==> config.mk <==
export PLATFORM = sky130hd
export DESIGN_NAME = llsc_monitor
export DESIGN_NICKNAME = d
export VERILOG_FILES = /design/src/rtl/llsc_pkg.sv /design/src/rtl/llsc_req_decode.sv /design/src/rtl/llsc_slot.sv /design/src/rtl/llsc_monitor.sv
export SDC_FILE = /design/constraint.sdc
export NUM_CORES = 1
export LEC_CHECK = 0
export BUFFER_PORTS_ARGS = -buffer_cell sky130_fd_sc_hd__buf_2
export CORE_MARGIN = 4
export CORE_UTILIZATION = 25
export CTS_CLUSTER_SIZE = 12
export DETAILED_ROUTE_END_ITERATION = 16
export SLEW_MARGIN = 20
export SYNTH_ARGS = -nofsm -noshare
export SYNTH_HDL_FRONTEND = slang
export SYNTH_SLANG_ARGS = --single-unit
==> constraint.sdc <==
create_clock -name clk_i -period 3.5 [get_ports clk_i]
set_clock_uncertainty 0.1 [all_clocks]
set_input_delay 0.35 -clock clk_i [delete_from_list [all_inputs] [get_ports clk_i]]
set_output_delay 0.35 -clock clk_i [all_outputs]
set_load 0.01 [all_outputs]
==> src/rtl/llsc_pkg.sv <==
package llsc_pkg;
  typedef enum logic [2:0] {
    KIND_NONE,
    KIND_READ,
    KIND_LL,
    KIND_STORE,
    KIND_SC
  } req_kind_e;
endpackage

==> src/rtl/llsc_req_decode.sv <==
module llsc_req_decode
  import llsc_pkg::*;
#(
  parameter int ADDR_W   = 32,
  parameter int GRAN_LSB = 4,
  parameter int CPU_W    = 1,
  parameter int THR_W    = 1,
  localparam int GW      = ADDR_W - GRAN_LSB,
  localparam int CTX_W   = CPU_W + THR_W
) (
  input  logic              valid_i,
  input  logic              write_i,
  input  logic              locked_i,
  input  logic [ADDR_W-1:0] addr_i,
  input  logic [CPU_W-1:0]  cpu_i,
  input  logic [THR_W-1:0]  thread_i,
  output req_kind_e         kind_o,
  output logic [GW-1:0]     gran_o,
  output logic [CTX_W-1:0]  ctx_o
);
  always_comb begin
    kind_o = KIND_NONE;
    if (valid_i) begin
      unique case ({write_i, locked_i})
        2'b00:   kind_o = KIND_READ;
        2'b01:   kind_o = KIND_LL;
        2'b10:   kind_o = KIND_STORE;
        default: kind_o = KIND_SC;
      endcase
    end
  end

  assign gran_o = GW'(addr_i >> GRAN_LSB);
  assign ctx_o  = {cpu_i, thread_i};
endmodule

==> src/rtl/llsc_slot.sv <==
module llsc_slot #(
  parameter int GW = 28
) (
  input  logic          clk_i,
  input  logic          rst_ni,
  input  logic          alloc_i,
  input  logic          store_i,
  input  logic [GW-1:0] gran_i,
  output logic          valid_o,
  output logic          match_o
);
  logic          valid_q;
  logic [GW-1:0] gran_q;

  assign match_o = valid_q && (gran_q == gran_i);
  assign valid_o = valid_q;

  always_ff @(posedge clk_i or negedge rst_ni) begin
    if (!rst_ni) begin
      valid_q <= 1'b0;
      gran_q  <= '0;
    end else if (alloc_i) begin
      valid_q <= 1'b1;
      gran_q  <= gran_i;
    end else if (store_i && match_o) begin
      valid_q <= 1'b0;
    end
  end

  assert_erase_R6: assert property (@(posedge clk_i) disable iff (!rst_ni)
    (store_i && !alloc_i && match_o) |=> !valid_q);

  assert_alloc_R3: assert property (@(posedge clk_i) disable iff (!rst_ni)
    alloc_i |=> (valid_q && gran_q == $past(gran_i)));

  assert_idle_keep_R4: assert property (@(posedge clk_i) disable iff (!rst_ni)
    (!alloc_i && !store_i) |=> ($stable(valid_q) && $stable(gran_q)));
endmodule

==> src/rtl/llsc_monitor.sv <==
module llsc_monitor
  import llsc_pkg::*;
#(
  parameter int ADDR_W   = 32,
  parameter int GRAN_LSB = 4,
  parameter int CPU_W    = 1,
  parameter int THR_W    = 1
) (
  input  logic              clk_i,
  input  logic              rst_ni,
  input  logic              req_valid_i,
  input  logic              req_write_i,
  input  logic              req_locked_i,
  input  logic [ADDR_W-1:0] req_addr_i,
  input  logic [CPU_W-1:0]  req_cpu_i,
  input  logic [THR_W-1:0]  req_thread_i,
  output logic              mem_we_o,
  output logic              sc_result_o
);
  localparam int GW    = ADDR_W - GRAN_LSB;
  localparam int CTX_W = CPU_W + THR_W;
  localparam int NCTX  = 1 << CTX_W;

  req_kind_e        kind;
  logic [GW-1:0]    gran;
  logic [CTX_W-1:0] ctx;
  logic [NCTX-1:0]  slot_match;
  logic [NCTX-1:0]  slot_valid;
  logic             is_store;
  logic             own_hit;
  logic             sc_q;

  llsc_req_decode #(
    .ADDR_W  (ADDR_W),
    .GRAN_LSB(GRAN_LSB),
    .CPU_W   (CPU_W),
    .THR_W   (THR_W)
  ) u_dec (
    .valid_i (req_valid_i),
    .write_i (req_write_i),
    .locked_i(req_locked_i),
    .addr_i  (req_addr_i),
    .cpu_i   (req_cpu_i),
    .thread_i(req_thread_i),
    .kind_o  (kind),
    .gran_o  (gran),
    .ctx_o   (ctx)
  );

  assign is_store = (kind == KIND_STORE) || (kind == KIND_SC);

  for (genvar i = 0; i < NCTX; i++) begin : g_slot
    logic alloc;
    assign alloc = (kind == KIND_LL) && (ctx == CTX_W'(i));
    llsc_slot #(.GW(GW)) u_slot (
      .clk_i  (clk_i),
      .rst_ni (rst_ni),
      .alloc_i(alloc),
      .store_i(is_store),
      .gran_i (gran),
      .valid_o(slot_valid[i]),
      .match_o(slot_match[i])
    );
  end

  // A hit by another context never grants the conditional store
  assign own_hit  = slot_match[ctx];
  assign mem_we_o = (kind == KIND_STORE) || ((kind == KIND_SC) && own_hit);

  always_ff @(posedge clk_i or negedge rst_ni) begin
    if (!rst_ni)          sc_q <= 1'b0;
    else if (req_valid_i) sc_q <= (kind == KIND_SC) && own_hit;
  end

  assign sc_result_o = sc_q;

  assert_sc_pass_R7: assert property (@(posedge clk_i) disable iff (!rst_ni)
    (req_valid_i && req_write_i && req_locked_i && mem_we_o) |=> sc_result_o);

  assert_sc_fail_R8: assert property (@(posedge clk_i) disable iff (!rst_ni)
    (req_valid_i && req_write_i && req_locked_i && !mem_we_o) |=> !sc_result_o);

  assert_plain_store_R5: assert property (@(posedge clk_i) disable iff (!rst_ni)
    (req_valid_i && req_write_i && !req_locked_i) |-> mem_we_o);

  assert_hold_R9: assert property (@(posedge clk_i) disable iff (!rst_ni)
    !req_valid_i |=> $stable(sc_result_o));

  assert_non_sc_zero_R9: assert property (@(posedge clk_i) disable iff (!rst_ni)
    (req_valid_i && !(req_write_i && req_locked_i)) |=> !sc_result_o);

  assert_no_req_no_we_R1: assert property (@(posedge clk_i) disable iff (!rst_ni)
    !req_valid_i |-> !mem_we_o);

  assert_store_clears_R6: assert property (@(posedge clk_i) disable iff (!rst_ni)
    (is_store && slot_match[ctx]) |=> !slot_valid[$past(ctx)]);
endmodule

Yosys cells after proc, flatten, opt, wreduce, memory -nomap -nowiden
Index checks and enable logic that the tools add are counted.
{"block": "word_totals", "ff_bits": 117, "input_bits": 39, "output_inout_bits": 2, "wordCells": 55}
{"block": "op_classes", "order_cmp": 1, "n_eq_ne": 12, "muxes": 12, "n_reduce_logical": 21}
{"cell": "28-bit equality test", "count": 4}
{"cell": "1-bit logical AND", "count": 13}
{"cell": "1-bit 2-to-1 mux", "count": 9}
{"cell": "3-bit one-hot mux with 3 select lines", "count": 1}
{"cell": "2-bit nonzero test", "count": 4}
{"cell": "2-bit equality test (second input constant)", "count": 3}
{"cell": "3-bit by 2-bit equality test with 1-bit output (second input constant)", "count": 2}
{"cell": "2-bit by 1-bit equality test with 1-bit output (second input constant)", "count": 2}
{"cell": "2-bit zero test", "count": 2}
{"cell": "3-bit equality test (second input constant)", "count": 1}
{"cell": "2-bit by 3-bit < comparator with 1-bit output (second input constant)", "count": 1}
{"cell": "3-bit 2-to-1 mux", "count": 1}
{"cell": "1-bit binary-select mux with 2-bit select", "count": 1}
{"cell": "1-bit logical OR", "count": 2}

Logic depth before layout (Yosys ltp)
{"block": "logic_depth", "ltp_word": 8, "depth_mapped": 8, "depth_no_buf": 6}

Hierarchy
From an unflattened synthesis, not the netlist that was laid out.
{"block": "unflattened", "cells_unflattened": 456, "hier_area_um2": 5947.0}
{"module": "llsc_slot", "n_inst": 4, "cells_per_inst": 101, "area_per_inst_um2": 1378.8, "seq_area_each_um2": 725.7}
{"module": "llsc_req_decode", "n_inst": 1, "cells_per_inst": 39, "area_per_inst_um2": 299.0, "seq_area_each_um2": 0.0}
{"module": "llsc_monitor", "n_inst": 1, "cells_per_inst": 13, "area_per_inst_um2": 132.6, "seq_area_each_um2": 25.0}

Worst setup path after synthesis
OpenSTA, ideal clock, no wires.
{"block": "synth_timing", "path_kind": "input-to-reg", "startpoint": "input port req_write_i", "endpoint": "register g_slot[2].u_slot.gran_q[20]", "setup_ns": 0.125, "t_arrival_ns": 1.774, "required_time_ns": 3.275, "setup_slack_ns": 1.501, "path_stages": 8, "n_path_buf": 2, "path_cell_list": "ha_1 nand2_1 nor2_1 nand2_2 nor3b_2 buf_4 buf_6 mux2_2"}
{"block": "synth_via", "elab_chain_len": 5, "elab_cells_between_ends": 7, "classes_between": "eq/ne: 3; mux: 2; reduce/logical: 2"}
{"item": "start: declaration", "line": "llsc_monitor.sv:12", "rtl": "input logic req_write_i,"}
{"item": "2-bit equality test, or another cell as far along", "line": "llsc_req_decode.sv:24", "rtl": "unique case ({write_i, locked_i})"}
{"item": "3-bit one-hot mux with 3 select lines *", "line": "llsc_req_decode.sv:24"}
{"item": "3-bit 2-to-1 mux *", "line": "llsc_req_decode.sv:23", "rtl": "if (valid_i) begin"}
{"item": "3-bit by 2-bit equality test with 1-bit output *", "line": "llsc_monitor.sv:54", "rtl": "assign alloc = (kind == KIND_LL) && (ctx == CTX_W'(i));"}
{"item": "1-bit logical AND *", "line": "llsc_monitor.sv:54"}
{"item": "end signal: assignment", "line": "llsc_slot.sv:24", "rtl": "gran_q <= gran_i;"}
{"item": "end: declaration", "line": "llsc_slot.sv:13", "rtl": "logic [GW-1:0] gran_q;"}
Mark *: on every way between the ends. The rest lies on a longest branch, timed or not.
A chain may end at the register's enable or synchronous reset.

Final worst setup path
{"block": "layout_timing", "startpoint": "register g_slot[0].u_slot.gran_q[18]", "endpoint": "output port mem_we_o"}
{"block": "layout_via", "elab_chain_len": 6}
{"item": "start: declaration", "line": "llsc_slot.sv:13"}
{"item": "start signal: assignment", "line": "llsc_slot.sv:24"}
{"item": "28-bit equality test", "line": "llsc_slot.sv:15", "rtl": "assign match_o = valid_q && (gran_q == gran_i);"}
{"item": "1-bit logical AND", "line": "llsc_slot.sv:15"}
{"item": "1-bit binary-select mux with 2-bit select", "line": "llsc_monitor.sv:67", "rtl": "assign own_hit = slot_match[ctx];"}
{"item": "1-bit 2-to-1 mux (implied by the code)", "line": "llsc_monitor.sv:67"}
{"item": "1-bit logical AND", "line": "llsc_monitor.sv:68", "rtl": "assign mem_we_o = (kind == KIND_STORE) || ((kind == KIND_SC) && own_hit);"}
{"item": "1-bit logical OR", "line": "llsc_monitor.sv:68"}
{"item": "end: declaration", "line": "llsc_monitor.sv:17", "rtl": "output logic mem_we_o,"}
Every way passes these cells. The select of a mux whose other input is x is not followed.

==> metrics.txt <==
total gr overflow 0; vias in the first global route 3821; I/O pins 41; worst hold start req_valid_i; register area 2930 um2; # port buffers 36; post-CTS setup buffers 0; routed vias 3410; Hold Vio Cnt, Final 0; Worst Hold Slack 0.0590 ns; cell area after layout 6900 um2; synth top area cells dfrtp_1 (49%), mux2_2 (19%), xor2_1 (14%); Max Slew Vio Count 0; 1st-pass router iterations 4; routability cong. 0.761; R2R cell count 6; Routed WL 12.1 mm; first-pass GRT wire length 20.4 mm; share of cells above drive strength 1 37.2%; Worst EP required 3.05 ns; Final Util 29.5%; Synth Area in XOR/XNOR 16.7%; Static Leak 2.98 nW; largest net degree at the start of global routing 65; initial core utilization 25.3%; Distinct cells, synth 26; Final setup viols 0; mux share of post-synthesis cell area 21.3%; synthesized area per cell 13.2 um2; synthesized flop and latch total 117; ANT nets after route 0; via/cell ratio 4.25; largest family of logic cells by synthesized area multiplexers; CP endpoint kind primary output; Sink Count 117; Die Y 162 um; flop-to-flop setup slack 1.20 ns; share of the synthesized area in the top cell type 49.4%; outcome complete, no violations; Synth Area in Compound Gates 0.907%; width of the die 162 um; dpl ws 0.711 ns; drt drc 0; Synth Cell Area 5930 um2; initial antenna violation count 0; dpl cells 770; Die ar. 26200 um2; Synth area leader dfrtp_1; worst r2r dst sc_result_o; Root Driver clkbuf_16; CP Launch Type flip-flop; Setup Crit Path Kind reg -> out; Crit path arrival time 2.64 ns; Clk Latency, worst-skew pair 0.41 ns; First DRT Iteration DRCs 94; Slew Limit Headroom 43.8%; Layout Cells excl Fill 803; number of synthesized flops with an enable pin 0; synth cell count leaders dfrtp_1 (117), mux2_2 (102), xor2_1 (95); Core Region 23400 um2; Final Cycle Share 88.3%; simple-gate portion of the synthesized area 6.31%; sequential area share after synthesis 49.4%; Antenna diodes 0; area of the multi-input gates 2700 um2; async set-reset flop share out of synthesis 100%; Post-Syn Instances 449; worst-path fanout max 2; CTS tree done; maxcap violations 0; area post-placement 6280 um2; placement row count 56; post_cts resized 0; worst hold path type in -> reg; Worst-Margin Slew 0.843 ns; RSZ-0062 raised after global routing false; Reg clk slew, reported paths 0.05 ns; pwr/cell area 659 nW/um2; Yosys warnings 0; Clock H-tree levels 4; adder-cell share of the synthesized area 0.211%; # fillers 2400; Clock Tree Buf Depth 2; Final Critical Period 3.09 ns; PnR Total Power 4.55 mW; Layout Area Growth over Synthesis 16.3%; most common cell in the synthesized netlist dfrtp_1; reg2reg start g_slot[0].u_slot.gran_q[18]; f_max 324 MHz; drt wl/cell 15.0 um; Syn Nets 489; final worst slack 0.409 ns; top_reg_cell synth dfrtp_1; cts bufs inserted 17; nets 511; DP HPWL 8.72 mm; Tot GR Track Use 10.0%; final total negative setup slack 0 ns; Hold Crit Depth 2; hold worst-path end sc_result_o; maximum VDD drop 0.367 mV
## layer usage
metal	vias to the layer above	share of wire (%)	routed length [um]	global-route usage, %
met5	-	0	0	0
li1	1591	-	-	-
met1	1736	44	5300	12.3
met3	22	4.2	511	2.72
met2	61	48	5800	16.0
met4	0	3.7	448	5.65
## cells by family (layout without fill, tap and decap cells)
logic type | after synthesis | in the layout
fa+ha+maj | 1 | 1
buf+inv | 40 | 75
mux | 112 | 112
xor+xnor | 112 | 112
simple gates | 60 | 60
flops | 117 | 117
compound gates | 7 | 7
## power by group
group / internal [mW] / switching, mW / leakage (nW) / total, mW
registers: 1.72 / 0.239 / 1.45 / 1.96
clock network: 1.15 / 0.607 / 0.288 / 1.76
logic: 0.474 / 0.352 / 1.24 / 0.827
total: 3.35 / 1.20 / 2.98 / 4.55
## flip-flops by register name, indices dropped and copies added (netlist names)
register / count
sc_result_o: 1
g_slot.u_slot.valid_o: 4
g_slot.u_slot.gran_q: 112
## worst max path at each step
stage	cells after the start	to	slack, ns	startpoint
6_report	7	mem_we_o	0.41	g_slot[0].u_slot.gran_q[18]
5_1_grt	7	mem_we_o	0.31	g_slot[0].u_slot.gran_q[18]
4_1_cts	7	mem_we_o	0.41	g_slot[0].u_slot.gran_q[18]
3_5_place_dp	8	mem_we_o	0.71	req_addr_i[13]
3_3_place_gp	8	mem_we_o	0.69	req_addr_i[13]
2_1_floorplan	8	g_slot[2].u_slot.gran_q[20]	1.50	req_write_i
## layout make-up
type,count,area share [%]
Sequential cell,117,42.4
Multi-Input combinational cell,292,39.2
Clock buffer,20,6.62
Tap cell,319,5.79
Timing Repair Buffer,42,3.70
Clock inverter,12,2.21
Inverter,1,0.0544
## repair_timing
action	CTS	global route
hold buffers	1	0
endpoints found under the setup margin	0	0
hold endpoints to repair	63	0
## cells in the final DEF, fill, tap and decap left out, drive strengths merged
cell type / instances
nor3: 1
nand3: 2
nand4: 8
inv: 2
nor4: 28
ha: 1
bufinv: 3
and4b: 1
xnor2: 16
o41ai: 5
clkinvlp: 4
dlygate4sd3: 1
clkbuf: 20
nor3b: 2
nor2: 4
nand2b: 3
dfrtp: 117
clkinv: 4
mux2: 112
o21ai: 2
buf: 41
xor2: 96
nand2: 9
nand3b: 2
## worst max-delay path, stage by stage (launching register included)
cell	delay, ns
dfrtp_1	0.38
xor2_1	0.16
nor4_1	0.65
nand4_1	0.30
nor4_1	0.36
o41ai_1	0.17
nand2b_1	0.09
buf_2	0.12
No activity file was read; power rests on OpenSTA's default activity.
